File: src/rtl/pt_pkg.sv
package pt_pkg;
  // Strobes from the control unit to the datapath.
  typedef struct packed {
    logic writeEntry;   // update one table entry this cycle
    logic loadResult;   // capture a translation result this cycle
  } ctrlStrobes_t;
endpackage

File: src/rtl/pt_translate_ctrl.sv
module pt_translate_ctrl
  import pt_pkg::*;
(
  input  logic         clk,
  input  logic         rstN,
  input  logic         wrEn,
  input  logic         reqValid,
  output ctrlStrobes_t strobes,
  output logic         rspValid
);
  always_comb begin
    strobes.writeEntry = wrEn;
    strobes.loadResult = reqValid;
  end

  // Response strobe trails the request by exactly one cycle.
  always_ff @(posedge clk) begin
    if (!rstN) rspValid <= 1'b0;
    else       rspValid <= reqValid;
  end
endmodule

File: src/rtl/pt_translate_datapath.sv
module pt_translate_datapath
  import pt_pkg::*;
#(
  parameter int PAGE_BITS   = 2,
  parameter int OFFSET_BITS = 2,
  parameter int FRAME_BITS  = 3,
  localparam int NUM_PAGES  = 1 << PAGE_BITS,
  localparam int LOG_W      = PAGE_BITS + OFFSET_BITS,
  localparam int PHYS_W     = FRAME_BITS + OFFSET_BITS
)(
  input  logic                  clk,
  input  logic                  rstN,
  input  ctrlStrobes_t          strobes,
  input  logic [PAGE_BITS-1:0]  wrIndex,
  input  logic [FRAME_BITS-1:0] wrFrame,
  input  logic                  wrValid,
  input  logic [LOG_W-1:0]      reqAddr,
  output logic [PHYS_W-1:0]     rspAddr,
  output logic                  rspFault
);
  logic [FRAME_BITS-1:0]  frameTab [NUM_PAGES];
  logic [NUM_PAGES-1:0]   validTab;
  logic [PAGE_BITS-1:0]   pageSel;
  logic [OFFSET_BITS-1:0] offsetSel;
  logic [FRAME_BITS-1:0]  hitFrame;
  logic                   hitValid;

  // One register slot per page; all slots start invalid.
  for (genvar i = 0; i < NUM_PAGES; i++) begin : gEntry
    always_ff @(posedge clk) begin
      if (!rstN) begin
        frameTab[i] <= '0;
        validTab[i] <= 1'b0;
      end else if (strobes.writeEntry && (wrIndex == PAGE_BITS'(i))) begin
        frameTab[i] <= wrFrame;
        validTab[i] <= wrValid;
      end
    end
  end

  // Field split and table lookup (reads the pre-write contents).
  always_comb begin
    pageSel   = reqAddr[LOG_W-1:OFFSET_BITS];
    offsetSel = reqAddr[OFFSET_BITS-1:0];
    hitFrame  = frameTab[pageSel];
    hitValid  = validTab[pageSel];
  end

  // Registered result: frame concatenated with offset, or zero on a fault.
  always_ff @(posedge clk) begin
    if (!rstN) begin
      rspAddr  <= '0;
      rspFault <= 1'b0;
    end else if (strobes.loadResult) begin
      rspFault <= ~hitValid;
      rspAddr  <= hitValid ? {hitFrame, offsetSel} : '0;
    end
  end
endmodule

File: src/rtl/page_translator.sv
module page_translator
  import pt_pkg::*;
#(
  parameter int PAGE_BITS   = 2,
  parameter int OFFSET_BITS = 2,
  parameter int FRAME_BITS  = 3,
  localparam int LOG_W      = PAGE_BITS + OFFSET_BITS,
  localparam int PHYS_W     = FRAME_BITS + OFFSET_BITS
)(
  input  logic                  clk,
  input  logic                  rstN,
  input  logic                  wrEn,
  input  logic [PAGE_BITS-1:0]  wrIndex,
  input  logic [FRAME_BITS-1:0] wrFrame,
  input  logic                  wrValid,
  input  logic                  reqValid,
  input  logic [LOG_W-1:0]      reqAddr,
  output logic                  rspValid,
  output logic [PHYS_W-1:0]     rspAddr,
  output logic                  rspFault
);
  ctrlStrobes_t strobes;

  pt_translate_ctrl u_ctrl (
    .clk      (clk),
    .rstN     (rstN),
    .wrEn     (wrEn),
    .reqValid (reqValid),
    .strobes  (strobes),
    .rspValid (rspValid)
  );

  pt_translate_datapath #(
    .PAGE_BITS   (PAGE_BITS),
    .OFFSET_BITS (OFFSET_BITS),
    .FRAME_BITS  (FRAME_BITS)
  ) u_dp (
    .clk      (clk),
    .rstN     (rstN),
    .strobes  (strobes),
    .wrIndex  (wrIndex),
    .wrFrame  (wrFrame),
    .wrValid  (wrValid),
    .reqAddr  (reqAddr),
    .rspAddr  (rspAddr),
    .rspFault (rspFault)
  );
endmodule

File: config.mk
export PLATFORM = sky130hd
export DESIGN_NAME = page_translator
export DESIGN_NICKNAME = d
export VERILOG_FILES = /design/src/rtl/pt_pkg.sv /design/src/rtl/pt_translate_ctrl.sv /design/src/rtl/pt_translate_datapath.sv /design/src/rtl/page_translator.sv
export SDC_FILE = /design/constraint.sdc
export NUM_CORES = 1
export LEC_CHECK = 0
export BUFFER_PORTS_ARGS = -buffer_cell sky130_fd_sc_hd__buf_2
export CAP_MARGIN = 10
export CORE_UTILIZATION = 52
export CTS_CLUSTER_SIZE = 14
export DETAILED_ROUTE_END_ITERATION = 16
export GPL_TIMING_DRIVEN = 0
export PLACE_DENSITY = 0.76
export SLEW_MARGIN = 20
export SYNTH_ARGS = -nofsm -noshare
export SYNTH_HDL_FRONTEND = slang
export SYNTH_HIERARCHICAL = 1
export SYNTH_SLANG_ARGS = --single-unit
File: constraint.sdc
create_clock -name clk -period 1.6 [get_ports clk]
set_clock_uncertainty 0.2 [all_clocks]
set_input_delay 0.08 -clock clk [delete_from_list [all_inputs] [get_ports clk]]
set_output_delay 0.08 -clock clk [all_outputs]
set_load 0.01 [all_outputs]
==> impl_metrics.csv <==
group,metric,value,unit
grt,antenna_found_initial,0,
setup_path,critical_path_class,"in -> reg",
setup_path,rr_startpoint,"u_dp/validTab[2]",
setup_path,cp.arrival,1500,ps
cts,h-tree-depth,1,
setup_path,cp-start-kind,"input port",
routing,drt_iter0_drc,7,
power_and_ir_drop,power_per_cell_area,816.8,mW/mm²
cts,post_cts_buffers,0,
synthesis,synth_area,0.001005,mm²
setup_path,crit_required,1610,ps
timing,setup_viol,0,
synthesis,synth.avg_cell_area,12.10,µm²
synthesis,synth_area_leader_cell,"edfxtp_1",
cts,clk_pin_slew_worst_paths,120,ps
timing,fin_crit,1493,ps
routing,ant_nets,0,
setup_path,critPathMaxStageDelay,550,ps
setup_path,crit_family,"buffers and inverters",
grt,grt_pass1_wl,3180,µm
setup_path,crit_path_end_kind,"flip-flop",
timing,slew_headroom,0.6343,
setup_path,crit_top_cell,"dlygate4sd3_1",
timing,timing_hold_violations_final,0,
routing,wl_per_cell,13.84,µm
floorplanning,die_h,45.96,µm
final_layout,nNetsFinal,134,
grt,grt_use_met1,0.2402,
power_and_ir_drop,vdd_drop_max,0.6232,mV
floorplanning,fp-row-count,15,
floorplanning,start_util,0.5695,
routing,routed_wirelength,1993,µm
final_layout,syn_to_final_growth,28.14,%
placed_design,place_area,0.001131,mm²
synthesis,synth_area_leaders,"edfxtp_1 36%, dfxtp_1 22%, and2_1 8.1%",
placed_design,io_buffers,19,
floorplanning,die_x,45.96,µm
synthesis,ys_ff_latch,23,
setup_path,cp.depth,4,
grt,grt_usage,0.2268,
synthesis,synth_top_area_share,0.3587,
setup_path,setup.worst_path.end,"u_dp/validTab[2]",
setup_path,startpoint,"wrValid",
routing,dr.pass1.iters,4,
placed_design,pre_cts_slack,260.5,ps
cts,root_buffer,"clkbuf_4",
grt,use_met3,0.04762,
final_layout,fin_area,0.001287,mm²
timing,rsz0062_at_grt,"false",
grt,grt_busiest_layer,"met2",
timing,whs,48.53,ps
cts,cts_sinks,23,
grt,overflow,0,
grt,grt_pass1_vias,763,
setup_path,worstRegToRegCells,2,
grt,grtUsageMet2,0.4113,
setup_path,critical_path_buf_inv_count,3,
placed_design,place.gp.congestion,0.7438,
final_layout,drive_above_1_share,0.2185,
timing,slew_viol_final,0,
routing,via_per_inst,5.174,
cts,cts_buffer_depth,2,
setup_path,r2r_end,"u_dp/validTab[2]",
setup_path,timing.reg2reg.setup_slack,220,ps
synthesis,synth_nets,97,
timing,setup_slack,107.2,ps
grt,grt_max_degree,13,
synthesis,yosysSeqAreaShare,0.5778,
final_layout,post-route-util,0.7298,
cts,cts_buffers,3,
synthesis,ys_warn_count,6,
worst_hold_path,min_path_type,"in -> reg",
power_and_ir_drop,leakagePower,0.5334,nW
timing,fin_crit_sh,0.9330,
run,maxCapViolCount,0,
routing,drc,0,
synthesis,synth.distinct_cells,20,
floorplanning,core,0.001764,mm²
floorplanning,pin_count,21,
floorplanning,die_area,0.002112,mm²
final_layout,n_antenna_cell,0,
cts,clock_latency,310,ps
cts,cts_tree,"yes",
placed_design,dp_hpwl,1346,µm
setup_path,worstPathMaxFanout,4,
timing,setup_tns,0,ps
outcome,status,"finished clean",
synthesis,syn_inst,83,
worst_hold_path,hp-start,"reqAddr[3]",
routing,vias,745,
setup_path,path_cells,"dlygate4sd3_1, buf_2, a32o_1, dlygate4sd3_1",
timing,fmax,0.6699,GHz
setup_path,crit_slowest_cell,"dlygate4sd3_1",
timing,tightest_slew,542.9,ps
## placed cells by master, fill, tap and decap left out, drive strengths merged
cell type,netlist,final
inv,2,2
nand2,11,11
nor3,2,2
mux4,4,4
nand3,4,4
dfxtp,11,11
nand2b,2,2
a32o,3,3
dlygate4sd3,0,13
a2bb2o,1,1
nor2,3,3
nand3b,4,4
a21boi,2,2
o211a,1,1
and2,13,13
edfxtp,12,12
clkbuf,1,5
o21ai,4,4
buf,3,22
## how the worst min path moves through the flow
stage                             endpoint  slack [ps]  cells past startpoint
final                      u_dp/rspAddr[2]          50                      4
after global routing      u_dp/validTab[0]          50                      4
after CTS                 u_dp/validTab[0]          30                      4
after detailed placement   u_ctrl/rspValid         100                      2
after global placement     u_ctrl/rspValid         100                      2
after floorplan            u_ctrl/rspValid           2                      1
## worst register-to-register path, stage by stage (launching register included)
cell,delay (ps)
dfxtp_1,330
a32o_1,210
dlygate4sd3_1,550
## cell families after synthesis
group,Yosys count,synth area share
and+or+nand+nor,39,0.2055
buffers and inverters,6,0.03112
muxes,4,0.1009
AOI/OAI and AO/OA,11,0.08468
DFF,23,0.5778
## registers in the layout, indices dropped and copies added (netlist names)
| name | cells |
|---|---|
| u_dp/rspAddr | 5 |
| u_dp/frameTab | 12 |
| u_dp/rspFault | 1 |
| u_ctrl/rspValid | 1 |
| u_dp/validTab | 4 |
## power by group
group          switching (mW)  internal (mW)  leakage, nW
Combinational          0.0586         0.0693        0.311
Clock                   0.166         0.0972       0.0150
Sequential            0.00915          0.651        0.208
Total                   0.234          0.818        0.533
## routing by layer
metal  routed length, µm  part of all wire  vias up
met4                  38             0.019        0
met1                 811              0.41      345
met2                1089              0.55       22
met3                  53             0.027        4
met5                   0                 0        -
li1                    -                 -      374
## synthesized netlist by cell type
cell and number:
a21boi_1 2, a2bb2o_1 1, a32o_1 3, and2_1 13, buf_2 1, buf_4 2, clkbuf_1 1, dfxtp_1 11
edfxtp_1 12, inv_1 2, mux4_1 3, mux4_2 1, nand2_1 11, nand2b_1 2, nand3_1 4, nand3b_1 4
nor2_1 3, nor3_1 2, o211a_1 1, o21ai_0 4
## cell type report
cell class	instances	area [µm²]
Multi-Input combinational cell	54	392.9
Timing Repair Buffer	32	225.2
Sequential cell	23	580.6
Fill cell	139	476.7
Clock buffer	4	26.28
Tap cell	25	31.28
Inverter	2	7.507
Buffer	4	23.77
## metrics by stage
step	cells	power [mW]
2_1_floorplan	83	0.7299
3_3_place_gp	127	0.7704
3_5_place_dp	127	0.7768
4_1_cts	144	1.058
5_1_grt	144	1.100
6_report	144	1.052
## repair_timing
item / in CTS / in global routing
hold buffers: 13 / 0
endpoints found under the hold margin: 22 / 0
gates resized for setup: 0 / 0
Power figures use the tool's default switching activity.
